===== src/rtl/seq_ctrl.sv =====
module seq_ctrl #(
  parameter int DW = 16,
  parameter int AW = 8,
  parameter int RW = 4
) (
  input  logic          clk,
  input  logic          rst_n,
  input  logic [DW-1:0] mrdata_i,
  input  logic [DW-1:0] rdata_a_i,
  input  logic          zero_i,
  output logic [1:0]    wsel_o,
  output logic [RW-1:0] waddr_o,
  output logic          rfwe_o,
  output logic [RW-1:0] raddr_a_o,
  output logic          ren_a_o,
  output logic [RW-1:0] raddr_b_o,
  output logic          ren_b_o,
  output logic [1:0]    aluop_o,
  output logic [DW-1:0] imm_o,
  output logic          mrd_o,
  output logic          mwr_o,
  output logic [AW-1:0] maddr_o,
  output logic          oen_o,
  output logic          halted_o
);
  typedef enum logic [2:0] {S_FETCH, S_WAIT, S_LATCH, S_DEC, S_EX1, S_EX2, S_HALT} st_t;

  st_t st;
  logic [AW-1:0] pc, ptr;
  logic [DW-1:0] ir;

  wire [3:0]    opc = ir[DW-1 -: 4];
  wire [RW-1:0] ra  = ir[DW-5 -: RW];
  wire [RW-1:0] rb  = ir[AW-1 -: RW];
  wire [AW-1:0] fld = ir[AW-1:0];

  assign imm_o    = {{(DW-AW){1'b0}}, fld};
  assign halted_o = (st == S_HALT);

  always_ff @(posedge clk or negedge rst_n) begin
    if (!rst_n) begin
      st  <= S_FETCH;
      pc  <= '0;
      ir  <= '0;
      ptr <= '0;
    end else begin
      case (st)
        S_FETCH: st <= S_WAIT;
        S_WAIT:  st <= S_LATCH;
        S_LATCH: begin
          ir <= mrdata_i;
          pc <= pc + 1'b1;
          st <= S_DEC;
        end
        S_DEC: begin
          if (opc == 4'hF)    st <= S_HALT;
          else if (!opc[3])   st <= S_EX1;
          else                st <= S_FETCH;
        end
        S_EX1: begin
          st <= S_FETCH;
          case (opc)
            4'h0, 4'h7: st <= S_EX2;
            4'h2: begin
              ptr <= rdata_a_i[AW-1:0];
              st  <= S_EX2;
            end
            4'h6: if (zero_i) pc <= fld;
            default: ;
          endcase
        end
        S_EX2:   st <= S_FETCH;
        default: st <= S_HALT;
      endcase
    end
  end

  always_comb begin
    wsel_o    = 2'd0;
    waddr_o   = ra;
    rfwe_o    = 1'b0;
    raddr_a_o = ra;
    ren_a_o   = 1'b0;
    raddr_b_o = rb;
    ren_b_o   = 1'b0;
    aluop_o   = 2'd0;
    mrd_o     = 1'b0;
    mwr_o     = 1'b0;
    maddr_o   = fld;
    oen_o     = 1'b0;
    case (st)
      S_FETCH: begin
        mrd_o   = 1'b1;
        maddr_o = pc;
      end
      S_EX1: case (opc)
        4'h0, 4'h7: mrd_o = 1'b1;
        4'h1: begin
          ren_a_o = 1'b1;
          mwr_o   = 1'b1;
        end
        4'h2, 4'h6: ren_a_o = 1'b1;
        4'h3: begin
          rfwe_o = 1'b1;
          wsel_o = 2'd2;
        end
        4'h4, 4'h5: begin
          ren_a_o = 1'b1;
          ren_b_o = 1'b1;
          aluop_o = opc[0] ? 2'd2 : 2'd1;
          rfwe_o  = 1'b1;
        end
        default: ;
      endcase
      S_EX2: case (opc)
        4'h0: begin
          rfwe_o = 1'b1;
          wsel_o = 2'd1;
        end
        4'h2: begin
          raddr_a_o = rb;
          ren_a_o   = 1'b1;
          mwr_o     = 1'b1;
          maddr_o   = ptr;
        end
        4'h7: oen_o = 1'b1;
        default: ;
      endcase
      default: ;
    endcase
  end
endmodule



===== config.mk =====
export PLATFORM = sky130hd
export DESIGN_NAME = seq_ctrl
export DESIGN_NICKNAME = d
export VERILOG_FILES = /design/src/rtl/seq_ctrl.sv
export SDC_FILE = /design/constraint.sdc
export NUM_CORES = 1
export LEC_CHECK = 0
export CORE_UTILIZATION = 40
export DETAILED_ROUTE_END_ITERATION = 10
export PLACE_DENSITY = 0.73
export SYNTH_ARGS = -nofsm -noshare
export SYNTH_HDL_FRONTEND = slang
export SYNTH_SLANG_ARGS = --single-unit
export TNS_END_PERCENT = 20

===== constraint.sdc =====
create_clock -name clk -period 1.7 [get_ports clk]
set_input_delay 0.17 -clock clk [delete_from_list [all_inputs] [get_ports clk]]
set_output_delay 0.17 -clock clk [all_outputs]
set_load 0.05 [all_outputs]

* Yosys cells after proc, flatten, opt, wreduce, memory -nomap -nowiden *
Cells that the tools add are included.
W data, S select, Z words.

word-level totals
  output and inout bits = 47
  logic and storage cells = 62
  input bits = 35
  register bits = 35

cells by class
  reductions and logical operators = 10
  mux-type cells = 31
  eq/ne operators = 16
  $add $sub $neg = 1

operators with widths
  operator               number
  $pmux W8 S2            2
  $mux W8                3
  $pmux W3 S6            1
  $eq A4 B3 Y1 const B   4
  $mux W1                11
  $eq A3 B3 Y1 const B   3
  $mux W3                3
  $add A8 B1 Y8 const B  1
  $eq A4 B2 Y1 const B   2
  $mux W2                4
  $mux W4                2
  $pmux W1 S2            4
  $eq A3 B2 Y1 const B   2
  $reduce_or A3 Y1       2
  $reduce_or A5 Y1       1
  $eq A4 B1 Y1 const B   1
  $eq A4 B4 Y1 const B   1
  $logic_not A4 Y1       1
  $pmux W2 S2            1
  $reduce_or A2 Y1       2
  $eq A3 B1 Y1 const B   1
  $logic_not A3 Y1       1
  $reduce_and A3 Y1      1
  $ne A2 B1 Y1 const B   1
  3 further kinds        3

* Depth between registers and ports, before layout *
Gate-level depths: netlist of the first run.

  word-level depth = 4
  mapped depth = 7
  mapped depth without buffers = 5

* Worst setup path before layout of the first run *
No wires, ideal clock.

  kind = reg2out
  start = reg st[2]
  end = out aluop_o[1]
  setup slack = -1.128 ns
  stages on the path, launching flop included = 6
  path buffers = 2
  arrival = 2.658 ns
  cell sequence = dfrtp_1 buf_4 or3b_1 buf_6 nor3_1 and2_1

on the way
  cells in the longest elaborated chain, start to end = 2

ends and longest elaborated chain
  element                 RTL line  source
  start, declared         28        st_t st;
  start signal, assigned  42        st <= S_FETCH;
  start signal, assigned  48        S_FETCH: st <= S_WAIT;
  start signal, assigned  49        S_WAIT: st <= S_LATCH;
  $eq A3 B3 Y1            91        case (st)
  $mux W2                 91
  end, declared           18        output logic [1:0] aluop_o,

No other way between the ends.

* Final worst setup path of the first run *
  start = reg st[1]
  end = out rfwe_o

on the way
  cells in the longest elaborated chain, start to end = 2
  elaborated cells between the ends (all ways) = 3

ends and longest elaborated chain
  element        RTL line  source
  $eq A3 B3 Y1   91
  $pmux W1 S2 *  91
  end, declared  13        output logic rfwe_o,

Mark *: on every way between the ends. The rest lies on a longest branch, timed or not.

==> impl_metrics.csv, run 1 <==
group,metric,value,unit
clock_tree,clock_sinks,35,
sta,setup_viol,22,
pwr,peakVddDrop,0.001324,V
routing,dr.pass1.iters,4,
worst_setup_path,critPathMaxFanout,6,
sta,tns,-4.113,ns
routing,wl_per_cell,14.18,um
grt,overflow,0,
clock_tree,numCtsBuffers,5,
clock_tree,cts_tree,"done",
worst_setup_path,crit_family,"simple AND/OR/NAND/NOR gates",
die,start_util,42.21,%
grt,grt_pass1_vias,1637,
sta,rsz0062_at_grt,"true",
worst_setup_path,path_class,"flop to output pin",
worst_setup_path,max_stage_delay,0.46,ns
placement,port_buffers,65,
clock_tree,ctsLongestPathBuffers,2,
die,row_count,26,
grt,grt_first_pass_wirelength,8252,um
routing,viasPerCell,5.080,
sta,fin_ws,-0.2334,ns
sta,period_share,113.7,%
routing,wl,5146,um
finish,layout.nets,328,
finish,area_growth,55.87,%
worst_setup_path,critPathCaptureType,"output pin",
die,fp.dieW,75.88,um
clock_tree,cts-htree-levels,2,
synth,ys_seq_area_share,40.11,%
sta,max_freq,0.5172,GHz
worst_setup_path,slowest_stage,"or3b_4",
synth,synthFlopType,"dfrtp_1",
placement,gp_congestion,0.8839,
synth,async_flop_share,100.0,%
synth,synth.cell_area,2183,sq um
grt,track_usage,19.75,%
synth,syn_avg_cell_area,10.16,sq um
routing,antenna_left,0,
pwr,p_per_area,2331,nW/um^2
die,fp.dieArea,5758,sq um
finish,drive_gt1_share,49.49,%
placement,dpl.hpwl,3780,um
finish,mostFrequentLayoutCells,"buf_4, dfrtp_1, clkdlybuf4s50_1",
die,io_pins,82,
worst_setup_path,timing.rr.end,"pc[1]",
finish,final_common_cell,"buf_4",
synth,ys_warn_count,0,
worst_setup_path,arrival,1.76,ns
synth,yosysUniqueCellTypes,49,
routing,num_vias,1844,
hold_path,min_path_type,"input port to asynchronous set/reset pin",
finish,postLayoutCoreUtil,65.80,%
worst_setup_path,r2r-start,"st[0]",
routing,drc,0,
grt,grt_max_degree,36,
worst_setup_path,worstPathCellList,"or3b_4 -> buf_6 -> nor4_4 -> or3_4 -> buf_12",
pwr,power_leakage,1.450,nW
run_status,outcome,"finished, violations left",
finish,diodes,0,
synth,syn_inst,215,
clock_tree,clk_latency,0.29,ns
clock_tree,cts-root-buf,"clkbuf_8",
worst_setup_path,ff2ff_path_depth,6,
clock_tree,clk_pin_slew,0.07,ns
grt,antenna_found_initial,0,
die,core-area,5172,sq um
sta,fin_crit,1.933,ns
clock_tree,ctsHoldBuffers,0,
synth,ys_ff_latch,35,
sta,timing.hold.ws,0.2873,ns
job,max_cap_viol_count,0,
die,die_h,75.88,um
worst_setup_path,start_kind,"flop",
worst_setup_path,reg2reg_slack,0.02,ns
placement,post-place-ws,-0.06426,ns
synth,synth_edf_count,0,
sta,maxSlewViolCount,0,
worst_setup_path,crit_required,1.53,ns
run_status,violations,"negative setup slack",
sta,finalHoldViolCount,0,
sta,skew,0.005164,ns
routing,drt-initial-drc-count,49,
worst_setup_path,crit_buf_inv,2,
## worst max-delay path by stage
stage,cells past startpoint,to,start
2_1_floorplan,5,rfwe_o,st[2]
3_3_place_gp,4,raddr_a_o[2],ir[12]
3_5_place_dp,4,raddr_a_o[3],ir[12]
4_1_cts,5,mwr_o,st[0]
5_1_grt,7,maddr_o[0],ir[14]
6_report,5,rfwe_o,st[1]
## cells in the mapped netlist (5+ instances only)
library cell / n / area share (%)
nand2_1: 23 / 4.0
nor3_1: 10 / 2.3
a22oi_1: 8 / 2.8
nor2_1: 9 / 1.5
buf_2: 5 / 1.1
o21ai_0: 9 / 2.1
dfrtp_1: 35 / 40
mux2_2: 28 / 14
buf_4: 27 / 9.3
a21oi_1: 6 / 1.4
## power by group
group / switching (mW) / internal, mW
Sequential: 0.468 / 1.26
Clock: 0.291 / 0.287
Combinational: 3.13 / 2.49
Total: 3.89 / 4.04
## registers in the layout, summed over array words and instances (netlist names)
signal,flops
ir,16
pc,8
ptr,8
st,3
## through the flow
| stage | std cells | area (sq um) | total power [mW] |
|---|---|---|---|
| finish | 363 | 3403 | 7.934 |
| floorplan | 222 | 2285 | 5.240 |
| detailed placement | 351 | 3133 | 6.973 |
| CTS | 362 | 3337 | 7.835 |
| global placement | 351 | 3133 | 6.884 |
| global route | 363 | 3403 | 8.362 |
## metal layers
layer	wire, um	vias to the layer above	global-route usage [%]
met5	0	-	0
met4	62	0	7.202
met3	269	9	3.968
met2	2667	62	33.73
met1	2147	886	24.73
li1	-	887	-
## logic make-up after synthesis
logic type / synth area share [%]
XOR/XNOR: 0.8024
flip-flops: 40.11
AND/OR/NAND/NOR: 18.40
buffers and inverters: 12.15
multiplexers: 16.50
other: 0.1718
AO/OA/AOI/OAI: 11.29
adder cells (fa/ha/maj): 0.5730
## layout make-up
class / count / area (sq um)
Sequential cell: 35 / 875.8
Inverter: 3 / 11.26
Clock buffer: 7 / 76.32
Timing Repair Buffer: 98 / 1094
Multi-Input combinational cell: 149 / 1254
Fill cell: 392 / 1769
Clock inverter: 1 / 5.005
Tap cell: 70 / 87.58
## repair_timing
item,4_1_cts,5_1_grt
endpoints found under the hold margin,0,0
endpoints found under the setup margin,27,28
buffers inserted,3,1
gates resized for setup,27,16
pin swaps,13,12
Power figures use the tool's default switching activity.
==> run 2: changes to the inputs <==
Settings changed: CAP_MARGIN from default to 20.
==> results of run 2 <==
No change in the layout: final DEF, timing and power equal those of run 1.
